===== src/rtl/edid_pkg.sv =====
package edid_pkg;
    localparam int          BLOCK_BYTES    = 128;
    localparam int          BUF_AW         = $clog2(BLOCK_BYTES) + 1;
    localparam int          CAP_LEN        = 12;
    localparam logic [6:0]  EDID_DEV       = 7'h50;
    localparam logic [15:0] EXT_COUNT_OFS  = 16'd126;
    localparam logic [15:0] REG_TEST_REQ   = 16'h0218;
    localparam logic [15:0] REG_TEST_CSUM  = 16'h0261;
    localparam logic [15:0] REG_TEST_RESP  = 16'h0260;
    localparam int          TEST_EDID_BIT  = 2;
    localparam logic [7:0]  RESP_CSUM_DONE = 8'h04;

    typedef enum logic [2:0] {
        ST_IDLE, ST_CAP, ST_GAP, ST_EXT, ST_BLK, ST_TREQ, ST_WCSUM, ST_WRESP
    } fetch_state_e;

    typedef struct packed {
        logic        i2c;
        logic        wr;
        logic [6:0]  dev;
        logic [15:0] addr;
        logic [7:0]  len;
        logic [7:0]  wdata;
    } xfer_req_t;

    function automatic xfer_req_t req_for(fetch_state_e st, logic blk, logic [7:0] csum);
        xfer_req_t r;
        r = '0;
        case (st)
            ST_CAP:   begin r.len = 8'(CAP_LEN); end
            ST_EXT:   begin r.i2c = 1'b1; r.dev = EDID_DEV; r.addr = EXT_COUNT_OFS; r.len = 8'd1; end
            ST_BLK:   begin r.i2c = 1'b1; r.dev = EDID_DEV; r.addr = blk ? 16'(BLOCK_BYTES) : 16'd0;
                            r.len = 8'(BLOCK_BYTES); end
            ST_TREQ:  begin r.addr = REG_TEST_REQ; r.len = 8'd1; end
            ST_WCSUM: begin r.wr = 1'b1; r.addr = REG_TEST_CSUM; r.len = 8'd1; r.wdata = csum; end
            ST_WRESP: begin r.wr = 1'b1; r.addr = REG_TEST_RESP; r.len = 8'd1; r.wdata = RESP_CSUM_DONE; end
            default:  r = '0;
        endcase
        return r;
    endfunction
endpackage


===== src/rtl/edid_byte_acc.sv =====
module edid_byte_acc #(
    parameter int NBYTES = 128
) (
    input  logic                          clk_i,
    input  logic                          rst_i,
    input  logic                          clr_i,
    input  logic                          vld_i,
    input  logic [7:0]                    data_i,
    output logic [7:0]                    sum_o,
    output logic [$clog2(NBYTES+2)-1:0]   count_o,
    output logic [7:0]                    first_o,
    output logic [7:0]                    last_o
);
    localparam int CW = $clog2(NBYTES + 2);
    localparam logic [CW-1:0] CMAX = CW'(NBYTES + 1);

    always_ff @(posedge clk_i) begin
        if (rst_i) begin
            sum_o   <= '0;
            count_o <= '0;
            first_o <= '0;
            last_o  <= '0;
        end else if (clr_i) begin
            sum_o   <= '0;
            count_o <= '0;
            first_o <= '0;
        end else if (vld_i) begin
            sum_o <= sum_o + data_i;
            if (count_o != CMAX) count_o <= count_o + 1'b1;
            if (count_o == '0) first_o <= data_i;
            if (count_o == CW'(NBYTES - 1)) last_o <= data_i;
        end
    end
endmodule


===== src/rtl/edid_try_ctr.sv =====
module edid_try_ctr #(
    parameter int LIMIT = 3
) (
    input  logic clk_i,
    input  logic rst_i,
    input  logic clr_i,
    input  logic inc_i,
    output logic last_o
);
    localparam int W = $clog2(LIMIT + 1);
    logic [W-1:0] cnt_q;

    always_ff @(posedge clk_i) begin
        if (rst_i || clr_i) cnt_q <= '0;
        else if (inc_i)     cnt_q <= cnt_q + 1'b1;
    end

    assign last_o = (cnt_q == W'(LIMIT - 1));
endmodule


===== src/rtl/edid_gap_timer.sv =====
module edid_gap_timer #(
    parameter int CYCLES = 2_500_000
) (
    input  logic clk_i,
    input  logic rst_i,
    input  logic load_i,
    output logic zero_o
);
    localparam int W = $clog2(CYCLES + 1);
    logic [W-1:0] cnt_q;

    always_ff @(posedge clk_i) begin
        if (rst_i)              cnt_q <= '0;
        else if (load_i)        cnt_q <= W'(CYCLES);
        else if (cnt_q != '0)   cnt_q <= cnt_q - 1'b1;
    end

    assign zero_o = (cnt_q == '0);
endmodule


===== src/rtl/edid_fetch.sv =====
module edid_fetch
    import edid_pkg::*;
#(
    parameter int CAP_RETRIES    = 5,
    parameter int FETCH_ATTEMPTS = 3,
    parameter int CAP_GAP_CYCLES = 2_500_000
) (
    input  logic              clk_i,
    input  logic              rst_i,
    input  logic              start_i,
    output logic              busy_o,
    output logic              done_o,
    output logic              fail_o,
    output logic              req_start_o,
    output logic              req_i2c_o,
    output logic              req_write_o,
    output logic [6:0]        req_dev_o,
    output logic [15:0]       req_addr_o,
    output logic [7:0]        req_len_o,
    output logic [7:0]        req_wdata_o,
    input  logic              rd_valid_i,
    input  logic [7:0]        rd_data_i,
    input  logic              xfer_done_i,
    input  logic              xfer_err_i,
    output logic              buf_we_o,
    output logic [BUF_AW-1:0] buf_addr_o,
    output logic [7:0]        buf_data_o
);
    localparam int CNT_W = $clog2(BLOCK_BYTES + 2);
    localparam int IDX_W = BUF_AW - 1;

    fetch_state_e st_q, st_d;
    logic launch_q, launch_d;
    logic blk_q, blk_d, extnz_q, extnz_d;
    logic [7:0] csum_q, csum_d;
    logic done_d, fail_d;
    logic cap_clr, cap_inc, cap_last, att_clr, att_inc, att_last;
    logic gap_load, gap_zero, retry, finish, blk_ok;
    logic [7:0] acc_sum, acc_first, acc_last;
    logic [CNT_W-1:0] acc_cnt;
    xfer_req_t req;

    edid_byte_acc #(.NBYTES(BLOCK_BYTES)) u_acc (
        .clk_i(clk_i), .rst_i(rst_i), .clr_i(launch_q), .vld_i(rd_valid_i), .data_i(rd_data_i),
        .sum_o(acc_sum), .count_o(acc_cnt), .first_o(acc_first), .last_o(acc_last)
    );

    edid_try_ctr #(.LIMIT(CAP_RETRIES + 1)) u_cap_ctr (
        .clk_i(clk_i), .rst_i(rst_i), .clr_i(cap_clr), .inc_i(cap_inc), .last_o(cap_last)
    );

    edid_try_ctr #(.LIMIT(FETCH_ATTEMPTS)) u_att_ctr (
        .clk_i(clk_i), .rst_i(rst_i), .clr_i(att_clr), .inc_i(att_inc), .last_o(att_last)
    );

    edid_gap_timer #(.CYCLES(CAP_GAP_CYCLES)) u_gap (
        .clk_i(clk_i), .rst_i(rst_i), .load_i(gap_load), .zero_o(gap_zero)
    );

    assign blk_ok = !xfer_err_i && (acc_sum == 8'd0) && (acc_cnt == CNT_W'(BLOCK_BYTES));

    always_comb begin
        st_d = st_q; launch_d = 1'b0; blk_d = blk_q; extnz_d = extnz_q; csum_d = csum_q;
        done_d = done_o; fail_d = fail_o;
        cap_clr = 1'b0; cap_inc = 1'b0; att_clr = 1'b0; att_inc = 1'b0;
        gap_load = 1'b0; retry = 1'b0; finish = 1'b0;
        case (st_q)
            ST_IDLE: if (start_i) begin
                st_d = ST_CAP; launch_d = 1'b1; done_d = 1'b0; fail_d = 1'b0;
                cap_clr = 1'b1; att_clr = 1'b1;
            end
            ST_CAP: if (xfer_done_i) begin
                if (!xfer_err_i)   begin st_d = ST_EXT; launch_d = 1'b1; end
                else if (cap_last) begin st_d = ST_IDLE; fail_d = 1'b1; end
                else               begin cap_inc = 1'b1; gap_load = 1'b1; st_d = ST_GAP; end
            end
            ST_GAP: if (gap_zero) begin st_d = ST_CAP; launch_d = 1'b1; end
            ST_EXT: if (xfer_done_i) begin
                if (xfer_err_i) retry = 1'b1;
                else begin
                    extnz_d = (acc_first != 8'd0); blk_d = 1'b0;
                    st_d = ST_BLK; launch_d = 1'b1;
                end
            end
            ST_BLK: if (xfer_done_i) begin
                if (!blk_ok) retry = 1'b1;
                else begin
                    csum_d = acc_last; launch_d = 1'b1;
                    if (!blk_q && extnz_q) blk_d = 1'b1;
                    else                   st_d = ST_TREQ;
                end
            end
            ST_TREQ: if (xfer_done_i) begin
                if (xfer_err_i)                   retry = 1'b1;
                else if (acc_first[TEST_EDID_BIT]) begin st_d = ST_WCSUM; launch_d = 1'b1; end
                else                              finish = 1'b1;
            end
            ST_WCSUM: if (xfer_done_i) begin
                if (xfer_err_i) retry = 1'b1;
                else begin st_d = ST_WRESP; launch_d = 1'b1; end
            end
            ST_WRESP: if (xfer_done_i) begin
                if (xfer_err_i) retry = 1'b1;
                else            finish = 1'b1;
            end
            default: st_d = ST_IDLE;
        endcase
        if (retry) begin
            if (att_last) begin st_d = ST_IDLE; fail_d = 1'b1; end
            else          begin att_inc = 1'b1; st_d = ST_EXT; launch_d = 1'b1; end
        end
        if (finish) begin st_d = ST_IDLE; done_d = 1'b1; end
    end

    always_ff @(posedge clk_i) begin
        if (rst_i) begin
            st_q <= ST_IDLE; launch_q <= 1'b0; blk_q <= 1'b0; extnz_q <= 1'b0;
            csum_q <= '0; done_o <= 1'b0; fail_o <= 1'b0;
        end else begin
            st_q <= st_d; launch_q <= launch_d; blk_q <= blk_d; extnz_q <= extnz_d;
            csum_q <= csum_d; done_o <= done_d; fail_o <= fail_d;
        end
    end

    assign req         = req_for(st_q, blk_q, csum_q);
    assign busy_o      = (st_q != ST_IDLE);
    assign req_start_o = launch_q;
    assign req_i2c_o   = req.i2c;
    assign req_write_o = req.wr;
    assign req_dev_o   = req.dev;
    assign req_addr_o  = req.addr;
    assign req_len_o   = req.len;
    assign req_wdata_o = req.wdata;

    assign buf_we_o   = rd_valid_i && (st_q == ST_BLK) && (acc_cnt < CNT_W'(BLOCK_BYTES));
    assign buf_addr_o = {blk_q, acc_cnt[IDX_W-1:0]};
    assign buf_data_o = rd_data_i;
endmodule


===== config.mk =====
export PLATFORM = sky130hd
export DESIGN_NAME = edid_fetch
export DESIGN_NICKNAME = d
export VERILOG_FILES = /design/src/rtl/edid_pkg.sv /design/src/rtl/edid_byte_acc.sv /design/src/rtl/edid_try_ctr.sv /design/src/rtl/edid_gap_timer.sv /design/src/rtl/edid_fetch.sv
export SDC_FILE = /design/constraint.sdc
export NUM_CORES = 1
export LEC_CHECK = 0
export CAP_MARGIN = 5
export CORE_AREA = 3 3 97 99
export DETAILED_ROUTE_END_ITERATION = 10
export DIE_AREA = 0 0 100 102
export PLACE_DENSITY = 0.8
export SETUP_SLACK_MARGIN = 0.1
export SLEW_MARGIN = 20
export SYNTH_ARGS = -nofsm -noshare
export SYNTH_HDL_FRONTEND = slang
export SYNTH_SLANG_ARGS = --single-unit

===== constraint.sdc =====
create_clock -name clk_i -period 1.9 [get_ports clk_i]
set_clock_uncertainty 0.05 [all_clocks]
set_input_delay 0.38 -clock clk_i [delete_from_list [all_inputs] [get_ports clk_i]]
set_output_delay 0.38 -clock clk_i [all_outputs]
set_load 0.01 [all_outputs]

==> impl_results.md, run 1 <==
- Crit path cell chain: or4_4 -> nand4bb_4 -> buf_6 -> nor2_4 -> o21ai_2 -> a21oi_2 -> mux2i_1
- Die X-Extent: 100 microns
- R2R Path Start: u_gap.cnt_q[7]
- Initial Util: 0.480
- Share of cells above drive strength 1: 0.416
- Number of global-route vias before repair: 4065
- Commonest cells after routing, fill and taps aside: 85 x buf_4, 66 x nor2_1, 64 x dfxtp_1
- Via/cell ratio: 5.59
- Area of the multi-input gates: 0.00277 sq mm
- TritonCTS clock tree: built
- Pin count of the biggest net entering global routing: 21
- Cell Area, Synth: 0.00414 sq mm
- H-tree lvl count: 3
- Net count, final: 655
- Die ar.: 0.0102 sq mm
- Initial DRC Count: 278
- DR pass1 iterations: 5
- Leakage: 0.00265 uW
- Pwr per Cell Area: 1270 mW/mm^2
- Root buf cell: clkbuf_8
- Hold slack final: 0.416 ns
- Worst-path clk slew: 0.08 ns
- Worst EP required: 2.11 ns
- Routability cong.: 0.886
- Row count: 34
- Final setup fails: 23
- Hold Path End: u_gap.cnt_q[3]
- Worst-skew pair later-pin latency: 0.35 ns
- Final worst setup slack: -0.167 ns
- Sequential Area: 0.00153 sq mm
- # fillers: 572
- Failing checks: negative setup slack
- Die Y: 102 microns
- Initial antenna violation count: 0
- Largest stage delay on the critical path: 0.53 ns
- Pre-CTS setup slack: -0.552 ns
- Number of I/O pins: 76
- Number of instances on the worst hold path: 2
- Unrepaired setup endpoints after global routing: yes
- Number of flops mapped to enable cells by yosys: 0
- Syn avg cell area: 8.57 sq um
- CP max-delay cell: or4_4
- Worst Path Max Fanout: 5
- CP Class: flop to flop
- Detailed Place HPWL: 7780 microns
- Total CTS buffers: 9
- Worst r2r dst: st_q[0]
- Prevailing post-synth register cell: dfxtp_1
- Number of diodes: 0
- R2R depth: 7
- Sequential fraction of the synthesis area: 0.363
- CP arrival: 2.27 ns
- Overall power: 7930 uW
- Register bit total from synthesis: 75
- Pins Over Slew Limit: 0
- Critical path startpoint: u_gap.cnt_q[7]
- Outcome: complete, but fails checks
- Core Footprint: 0.00864 sq mm
- Clock sinks: 75
- DRC errors left: 0
- Drt total wl: 12900 microns
- Worst Hold Class: flop to flop
- Synth unique cells: 54
- Ys async rst share: 0
- Most common cell after layout, fill and taps aside: buf_4
- Max Cap Viol: 0
- First-pass GRT wire length: 19100 microns
- Fin crit share: 1.09
- Hold Vio Cnt, Final: 0
- Fmax: 484 MHz
- Gate Count Post-Synth: 483
- Final min period: 2.07 ns
- Max VDD drop: 0.000724 V
- Clock Path Buffers: 2
- GRT Total Usage: 0.232
- CP endpoint kind: flop
- Routed WL per cell: 17.5 microns
- P&R area growth vs syn: 51.1%
- Syn. warnings: 0
- Via count: 4128
- Antenna Nets Post-Route: 0
- Global route overflow: 0
- Startpoint Class: flop
- Min-delay src: u_gap.cnt_q[3]
- Worst R2R Setup Slack: -0.17 ns
- IO buf count: 59
-- synth_stat cells (all sizes together) (2+ instances only) --
cell type  number  area [sq um]
mux2i          30           300
and2            9          56.3
a32oi           3          26.3
nor3b           8          60.1
xor2            9          78.8
xnor2          21           184
nor3           12          60.1
nor4            9          68.8
or2             4          25.0
a31oi           2          12.5
and3            7          43.8
nand2          20          75.1
or3             8          50.1
nand2b          4          25.0
dfxtp          75          1500
nor4b           4          41.3
ha             15           188
o21ai          16          80.1
inv            16          60.1
nand3          10          50.1
o211ai          3          27.5
nor2           78           295
o2111ai         2          35.0
or4             4          37.5
a211oi          3          22.5
buf            41           307
a21oi          25           133
o21a            3          22.5
nand3b          2          15.0
nor2b           8          50.1
clkbuf         16          60.1
nand4           5          31.3
-- through the flow --
step            util  instances  area [sq um]  TNS (ns)
6_report       0.725        738          6260     -1.38
5_1_grt        0.725        738          6260     -3.91
4_1_cts        0.675        722          5830     -1.57
3_5_place_dp   0.614        694          5300    -12.57
3_3_place_gp   0.614        694          5300    -11.27
2_1_floorplan      -        498          4260    -0.273
-- how the worst max path moves through the flow --
stage / depth (start not counted) / end / slack (ns)
final: 7 / st_q[0] / -0.17
after global routing: 7 / st_q[0] / -0.24
after CTS: 7 / st_q[1] / -0.12
after detailed placement: 10 / u_acc.sum_o[6] / -0.55
after global placement: 10 / u_acc.sum_o[6] / -0.49
after floorplan: 6 / u_gap.cnt_q[10] / -0.04
-- logic make-up after synthesis --
family	after synthesis	share of synthesized area
buf+inv	73	0.103
flops	75	0.363
simple gates	195	0.249
fa+ha+maj	16	0.0502
mux	30	0.0725
other cells	1	0.000905
xor+xnor	30	0.0634
compound gates	63	0.0988
-- power breakdown --
part | leakage, uW | internal, uW | switching [uW]
Clock | 0.000122 | 884 | 595
Sequential | 0.000617 | 1880 | 297
Combinational | 0.00191 | 2210 | 2070
-- per-layer routing --
| metal | GRT usage | share of wire | vias up | wire [microns] |
|---|---|---|---|---|
| met4 | 0.0943 | 0.039 | 0 | 499 |
| met2 | 0.428 | 0.53 | 195 | 6810 |
| met3 | 0.0512 | 0.061 | 54 | 782 |
| met1 | 0.260 | 0.37 | 1980 | 4820 |
| met5 | 0 | 0 | - | 0 |
| li1 | - | - | 1899 | - |
-- critical path, delay by kind of cell, from the launching register on --
kind | cells | cell delay (ns)
flip-flops | 1 | 0.31
AO/OA/AOI/OAI | 2 | 0.26
AND/OR/NAND/NOR | 3 | 0.91
multiplexers | 1 | 0.26
buffers and inverters | 1 | 0.18
-- state kept, by name, summed over array words and instances (netlist names) --
name / flops
u_gap.cnt_q: 22
csum_q: 8
u_acc.count_o: 8
u_acc.first_o: 8
u_acc.last_o: 8
u_acc.sum_o: 8
st_q: 3
u_cap_ctr.cnt_q: 3
u_att_ctr.cnt_q: 2
blk_q: 1
done_o: 1
extnz_q: 1
fail_o: 1
req_start_o: 1
-- layout make-up --
type                            count  area share
Timing Repair Buffer              172       0.243
Multi-Input combinational cell    351       0.442
Clock buffer                       13      0.0286
Clock inverter                      3      0.0108
Sequential cell                    75       0.244
Tap cell                          108      0.0216
Inverter                           16     0.00959
-- timing repair --
action / CTS / global route
cloned: 3 / 2
buffers inserted: 9 / 14
hold buffers: 0 / 0
pin swaps: 21 / 39
endpoints found under the hold margin: 0 / 0
resized for setup: 175 / 84
setup endpoints to repair: 94 / 69
Power figures use the tool's default switching activity.
==> run 2, diff against run 1 <==
--- a/config.mk
+++ b/config.mk
@@ -5,11 +5,12 @@
 export SDC_FILE = /design/constraint.sdc
 export NUM_CORES = 1
 export LEC_CHECK = 0
+export ABC_CLOCK_PERIOD_IN_PS = 1900
 export CAP_MARGIN = 5
-export CORE_AREA = 3 3 97 99
+export CORE_AREA = 3 3 117 119
 export DETAILED_ROUTE_END_ITERATION = 10
-export DIE_AREA = 0 0 100 102
-export PLACE_DENSITY = 0.8
+export DIE_AREA = 0 0 120 122
+export PLACE_DENSITY = 0.59
 export SETUP_SLACK_MARGIN = 0.1
 export SLEW_MARGIN = 20
 export SYNTH_ARGS = -nofsm -noshare
==> impl_results.md, run 2 (synthesized netlist as in run 1, its figures left out) <==
- Crit path cell chain: or4_4 -> nand4bb_4 -> o2111ai_4 -> buf_6 -> nor4_4 -> xnor2_1 -> a21oi_1
- Final instance area: 0.00631 sq mm (+0.84%)
- Outcome: complete, but fails checks
- First-pass GRT wire length: 18300 microns (-4.2%)
- IO buf count: 59 (unchanged)
- Fin crit share: 1.05 (-0.0331)
- CP arrival: 2.17 ns (-0.10 ns)
- Share of cells above drive strength 1: 0.385 (-0.0305)
- Startpoint Class: flop
- Placed inst area: 0.00537 sq mm (+1.3%)
- Met1 Usage GRT: 0.187 (-0.0730)
- Row count: 41 (+21%)
- CP max-delay cell: or4_4
- Die ar.: 0.0146 sq mm (+44%)
- Worst-path clk slew: 0.06 ns (-0.02 ns)
- Final setup fails: 15 (-35%)
- H-tree lvl count: 3 (unchanged)
- CP Class: flop to flop
- Commonest cells after routing, fill and taps aside: 92 x buf_4, 70 x nor2_1, 65 x dfxtp_1
- DRC errors left: 0 (unchanged)
- Worst Hold Class: flop to flop
- Core Footprint: 0.0127 sq mm (+47%)
- Post-CTS Hold Fix Bufs: 0 (unchanged)
- Net count, final: 653 (-0.31%)
- Number of diodes: 0 (unchanged)
- Hold Vio Cnt, Final: 0 (unchanged)
- P&R area growth vs syn: 52.4%
- Number of global-route vias before repair: 3789 (-6.8%)
- DR pass1 iterations: 5 (unchanged)
- Largest stage delay on the critical path: 0.53 ns (about the same)
- Leakage: 0.00271 uW (+2.5%)
- Initial antenna violation count: 0 (unchanged)
- Delay-heaviest family, CP: simple AND/OR/NAND/NOR gates
- Final min period: 2.00 ns (-0.0629 ns)
- Die Y: 122 microns (+20%)
- Worst-skew pair later-pin latency: 0.34 ns (about the same)
- Worst EP required: 2.07 ns (-0.04 ns)
- Largest Register: u_gap.cnt_q
- Number of I/O pins: 76 (unchanged)
- Failing checks: negative setup slack
- Via count: 3784 (-8.3%)
- Max VDD drop: 0.000495 V (-32%)
- Initial DRC Count: 132 (-53%)
- Largest register FFs: 22 (unchanged)
- Die X-Extent: 120 microns (+20%)
- Detailed Place HPWL: 8040 microns (+3.4%)
- Worst Path Max Fanout: 4 (-1)
- Pin count of the biggest net entering global routing: 23 (+9.5%)
- Global route overflow: 0 (unchanged)
- Root buf cell: clkbuf_16
- Antenna Nets Post-Route: 0 (unchanged)
- Max Cap Viol: 0 (unchanged)
- Final worst setup slack: -0.104 ns (+0.0629 ns)
- Most used routing layer: met2
- Clock sinks: 75 (unchanged)
- Met3 Use GR: 0.0302 (-0.0210)
- Routed WL per cell: 14.0 microns (-20%)
- CP endpoint kind: flop
- Total CTS buffers: 9 (unchanged)
- Drt total wl: 11200 microns (-13%)
- Routability cong.: 0.823 (-7.1%)
- Pins Over Slew Limit: 0 (unchanged)
- Pwr per Cell Area: 1280 mW/mm^2 (+1.3%)
- TritonCTS clock tree: built
- Clock Path Buffers: 2 (unchanged)
- Non-Filler Instances: 800 (+8.4%)
- Placed instance count: 760 (+9.5%)
- Fmax: 499 MHz (+3.1%)
- Via/cell ratio: 4.73 (-15%)
- Most common cell after layout, fill and taps aside: buf_4
- Met2 usage: 0.277 (-0.151)
- Initial Util: 0.327 (-0.153)
- GRT Total Usage: 0.155 (-0.0772)
- Unrepaired setup endpoints after global routing: yes
- Bufs and invs on worst path: 1 (unchanged)
==> run 2: cell count changes in the layout (fill, tap and decap cells not counted), sizes merged, moves of 2 or more <==
| cell | previous run | this run |
|---|---|---|
| dlymetal6s2s | 3 | 9 |
| clkbuf | 16 | 13 |
| clkdlybuf4s50 | 14 | 11 |
| clkdlybuf4s15 | 4 | 2 |
| clkinv | 0 | 2 |
| dlygate4sd2 | 15 | 13 |
==> run 2: worst reg2reg max path, stage by stage (launching register included) <==
cell and delay (ns):
dfxtp_2 0.32, or4_4 0.53, nand4bb_4 0.25, o2111ai_4 0.29, buf_6 0.18, nor4_4 0.05
xnor2_1 0.14, a21oi_1 0.08
==> run 2: area by class of cell <==
| class | count | area, sq um |
|---|---|---|
| clock buffers | 9 | 225 |
| clock inverters | 7 | 101 |
| fillers | 1165 | 6360 |
| inverters | 16 | 60.1 |
| multi-input cells | 350 | 2680 |
| flip-flops and latches | 75 | 1530 |
| well taps | 172 | 215 |
| repair buffers | 171 | 1500 |
==> run 2: final timing paths <==
kind / start / end / slack [ns] / cells past startpoint
max: u_gap.cnt_q[7] / u_gap.cnt_q[21] / -0.10 / 7
min: u_gap.cnt_q[3] / u_gap.cnt_q[3] / 0.43 / 2
max reg2reg: u_gap.cnt_q[7] / u_gap.cnt_q[21] / -0.10 / 7
min reg2reg: u_gap.cnt_q[3] / u_gap.cnt_q[3] / 0.43 / 2
==> run 2: metal layers <==
layer	wire, microns	part of all wire
met5	0	0
met4	136	0.012
met2	5650	0.51
met1	4960	0.44
met3	428	0.038
==> run 2: what timing repair did <==
item | 4_1_cts | 5_1_grt
buffers inserted | 14 | 9
hold endpoints to repair | 0 | 0
cloned | 1 | 0
gates resized for setup | 168 | 71
endpoints found under the setup margin | 86 | 77
pin swaps | 20 | 30
==> run 2: per-stage QoR <==
stage | total power (uW) | utilization | worst slack (ns) | TNS, ns | hold WS [ns]
global placement | 5320 | 0.424 | -0.479 | -10.64 | 0.404
detailed placement | 5410 | 0.424 | -0.524 | -12.67 | 0.424
finish | 8110 | 0.498 | -0.104 | -0.753 | 0.432
floorplan | 4180 | - | -0.0400 | -0.273 | 0.392
CTS | 7860 | 0.474 | -0.0886 | -0.744 | 0.431
global route | 8570 | 0.498 | -0.212 | -3.51 | 0.455
==> run 2: report_power, final <==
| part | switching [uW] | leakage (uW) | internal (uW) |
|---|---|---|---|
| Sequential | 276 | 0.000616 | 1880 |
| Combinational | 1920 | 0.00195 | 2190 |
| Clock | 687 | 0.000152 | 1160 |
==> run 3, diff against run 2 <==
--- a/config.mk
+++ b/config.mk
@@ -5,12 +5,12 @@
 export SDC_FILE = /design/constraint.sdc
 export NUM_CORES = 1
 export LEC_CHECK = 0
-export ABC_CLOCK_PERIOD_IN_PS = 1900
+export ABC_CLOCK_PERIOD_IN_PS = 2350
 export CAP_MARGIN = 5
 export CORE_AREA = 3 3 117 119
 export DETAILED_ROUTE_END_ITERATION = 10
 export DIE_AREA = 0 0 120 122
-export PLACE_DENSITY = 0.59
+export PLACE_DENSITY = 0.57
 export SETUP_SLACK_MARGIN = 0.1
 export SLEW_MARGIN = 20
 export SYNTH_ARGS = -nofsm -noshare
==> constraint.sdc (replaced) <==
create_clock -name clk_i -period 2.35 [get_ports clk_i]
set_clock_uncertainty 0.05 [all_clocks]
set_input_delay 0.47 -clock clk_i [delete_from_list [all_inputs] [get_ports clk_i]]
set_output_delay 0.47 -clock clk_i [all_outputs]
set_load 0.01 [all_outputs]
==> impl_results.md, run 3 (synthesized netlist as in run 1, its figures left out) <==
- First-pass GRT wire length: 15700 microns (-14%)
- Number of diodes: 0 (unchanged)
- TritonCTS clock tree: built
- CP arrival: 2.46 ns (+0.29 ns)
- Initial Util: 0.327 (unchanged)
- Worst Path Max Fanout: 2 (-2)
- Placed inst area: 0.00497 sq mm (-7.5%)
- Detailed Place HPWL: 7200 microns (-10%)
- Via/cell ratio: 4.65 (-1.6%)
- Row count: 41 (unchanged)
- Net count, final: 590 (-9.6%)
- Commonest cells after routing, fill and taps aside: 75 x nor2_1, 72 x dfxtp_1, 43 x buf_4
- Core Footprint: 0.0127 sq mm (unchanged)
- Initial DRC Count: 177 (+34%)
- Total CTS buffers: 9 (unchanged)
- H-tree lvl count: 3 (unchanged)
- Die ar.: 0.0146 sq mm (unchanged)
- Routed WL per cell: 13.2 microns (-5.4%)
- Antenna Nets Post-Route: 0 (unchanged)
- Pin count of the biggest net entering global routing: 27 (+17%)
- GRT Total Usage: 0.132 (-0.0235)
- DRC errors left: 0 (unchanged)
- Clock Path Buffers: 2 (unchanged)
- Worst Max-Slew Pin Slew: 0.512 ns
- P&R area growth vs syn: 31.5%
- Outcome: finished, final reports clean
- WL met2: 4740 microns (-16%)
- Pwr per Cell Area: 1010 mW/mm^2 (-21%)
- Routability cong.: 0.841 (+2.2%)
- CP Class: input pin to flop
- Max Used Layer: met4
- Pins Over Slew Limit: 0 (unchanged)
- Post-CTS Hold Fix Bufs: 0 (unchanged)
- Via count: 3429 (-9.4%)
- Met1 wire length: 4630 microns (-6.6%)
- Rel. slew slack: 0.655
- Hold Vio Cnt, Final: 0 (unchanged)
- Final instance area: 0.00544 sq mm (-14%)
- Fmax: 440 MHz
- Most common cell after layout, fill and taps aside: nor2_1
- Die X-Extent: 120 microns (unchanged)
- Drt total wl: 9740 microns (-13%)
- Global route overflow: 0 (unchanged)
- Largest Register: u_gap.cnt_q
- Startpoint Class: input pin
- Worst EP required: 2.54 ns (+0.47 ns)
- Fin crit share: 0.966
- Clock sinks: 75 (unchanged)
- Unrepaired setup endpoints after global routing: yes
- IO buf count: 59 (unchanged)
- Max Cap Viol: 0 (unchanged)
- Number of global-route vias before repair: 3234 (-15%)
- Final setup fails: 0 (-15)
- Largest register FFs: 22 (unchanged)
- Final min period: 2.27 ns
- Overall power: 5510 uW (-32%)
- Met3 WL: 286 microns (-33%)
- CP endpoint kind: flop
- Worst Hold Class: flop to flop
- Initial antenna violation count: 0 (unchanged)
- Share of cells above drive strength 1: 0.173 (-0.212)
- Worst-skew pair later-pin latency: 0.33 ns (about the same)
- Leakage: 0.00235 uW (-13%)
- Die Y: 122 microns (unchanged)
- Max VDD drop: 0.000438 V (-11%)
- Worst-path clk slew: 0.06 ns (about the same)
- Number of I/O pins: 76 (unchanged)
- DR pass1 iterations: 4 (-1)
- Root buf cell: clkbuf_16
-- run 3: cell count changes in the layout (fill, tap and decap cells not counted), moves of 7 or more --
| cell | before | now |
|---|---|---|
| buf_4 | 92 | 43 |
| dfxtp_1 | 65 | 72 |
| clkdlybuf4s50_1 | 11 | 37 |
| buf_2 | 8 | 0 |
| buf_6 | 29 | 2 |
-- run 3: worst max-delay path, cell delays in order --
cell and delay (ns):
clkdlybuf4s50_1 0.42, ha_2 0.20, inv_2 0.06, fa_2 0.20, nor2b_1 0.05, o21ai_1 0.21
a21boi_2 0.09, o21a_1 0.19, or4_4 0.48, o311ai_2 0.07
-- run 3: layer usage --
metal | global-route usage | vias up
li1 | - | 1768
met3 | 0.0260 | 8
met1 | 0.170 | 1602
met2 | 0.224 | 51
met4 | 0.0365 | 0
met5 | 0 | -
-- run 3: final timing paths --
path	start	endpoint	slack, ns	cells past startpoint
setup / recovery	rd_data_i[0]	u_acc.sum_o[6]	0.08	10
hold / removal	u_gap.cnt_q[3]	u_gap.cnt_q[3]	0.42	2
setup reg to reg	u_gap.cnt_q[4]	u_gap.cnt_q[9]	0.23	7
hold reg to reg	u_gap.cnt_q[3]	u_gap.cnt_q[3]	0.42	2
-- run 3: area by class of cell --
type	count	area, sq um
inverters	16	60.1
fillers	1242	7230
flip-flops and latches	75	1510
multi-input cells	351	2330
well taps	172	215
clock inverters	7	100
repair buffers	107	1010
clock buffers	9	225
-- run 3: where the power goes --
group / switching, uW / total, uW / internal (uW)
logic: 1150 / 2290 / 1140
registers: 233 / 1740 / 1510
clock network: 543 / 1480 / 937
total: 1920 / 5510 / 3590
-- run 3: metrics by stage --
step                      setup WS (ns)  hold WS [ns]  TNS, ns  instances   util
after floorplan                   0.238         0.392        0        498      -
after global placement           -0.269         0.407   -0.504        712  0.392
after detailed placement         -0.328         0.415    -1.29        712  0.392
after CTS                        0.0465         0.423        0        728  0.419
after global routing            0.00233         0.447        0        737  0.430
final                            0.0789         0.424        0        737  0.430
-- run 3: repair_timing --
item                       4_1_cts  5_1_grt
pin swaps                        0        6
setup endpoints to repair       22       25
buffers inserted                 0        8
gates cloned                     0        1
gates resized for setup         23       23
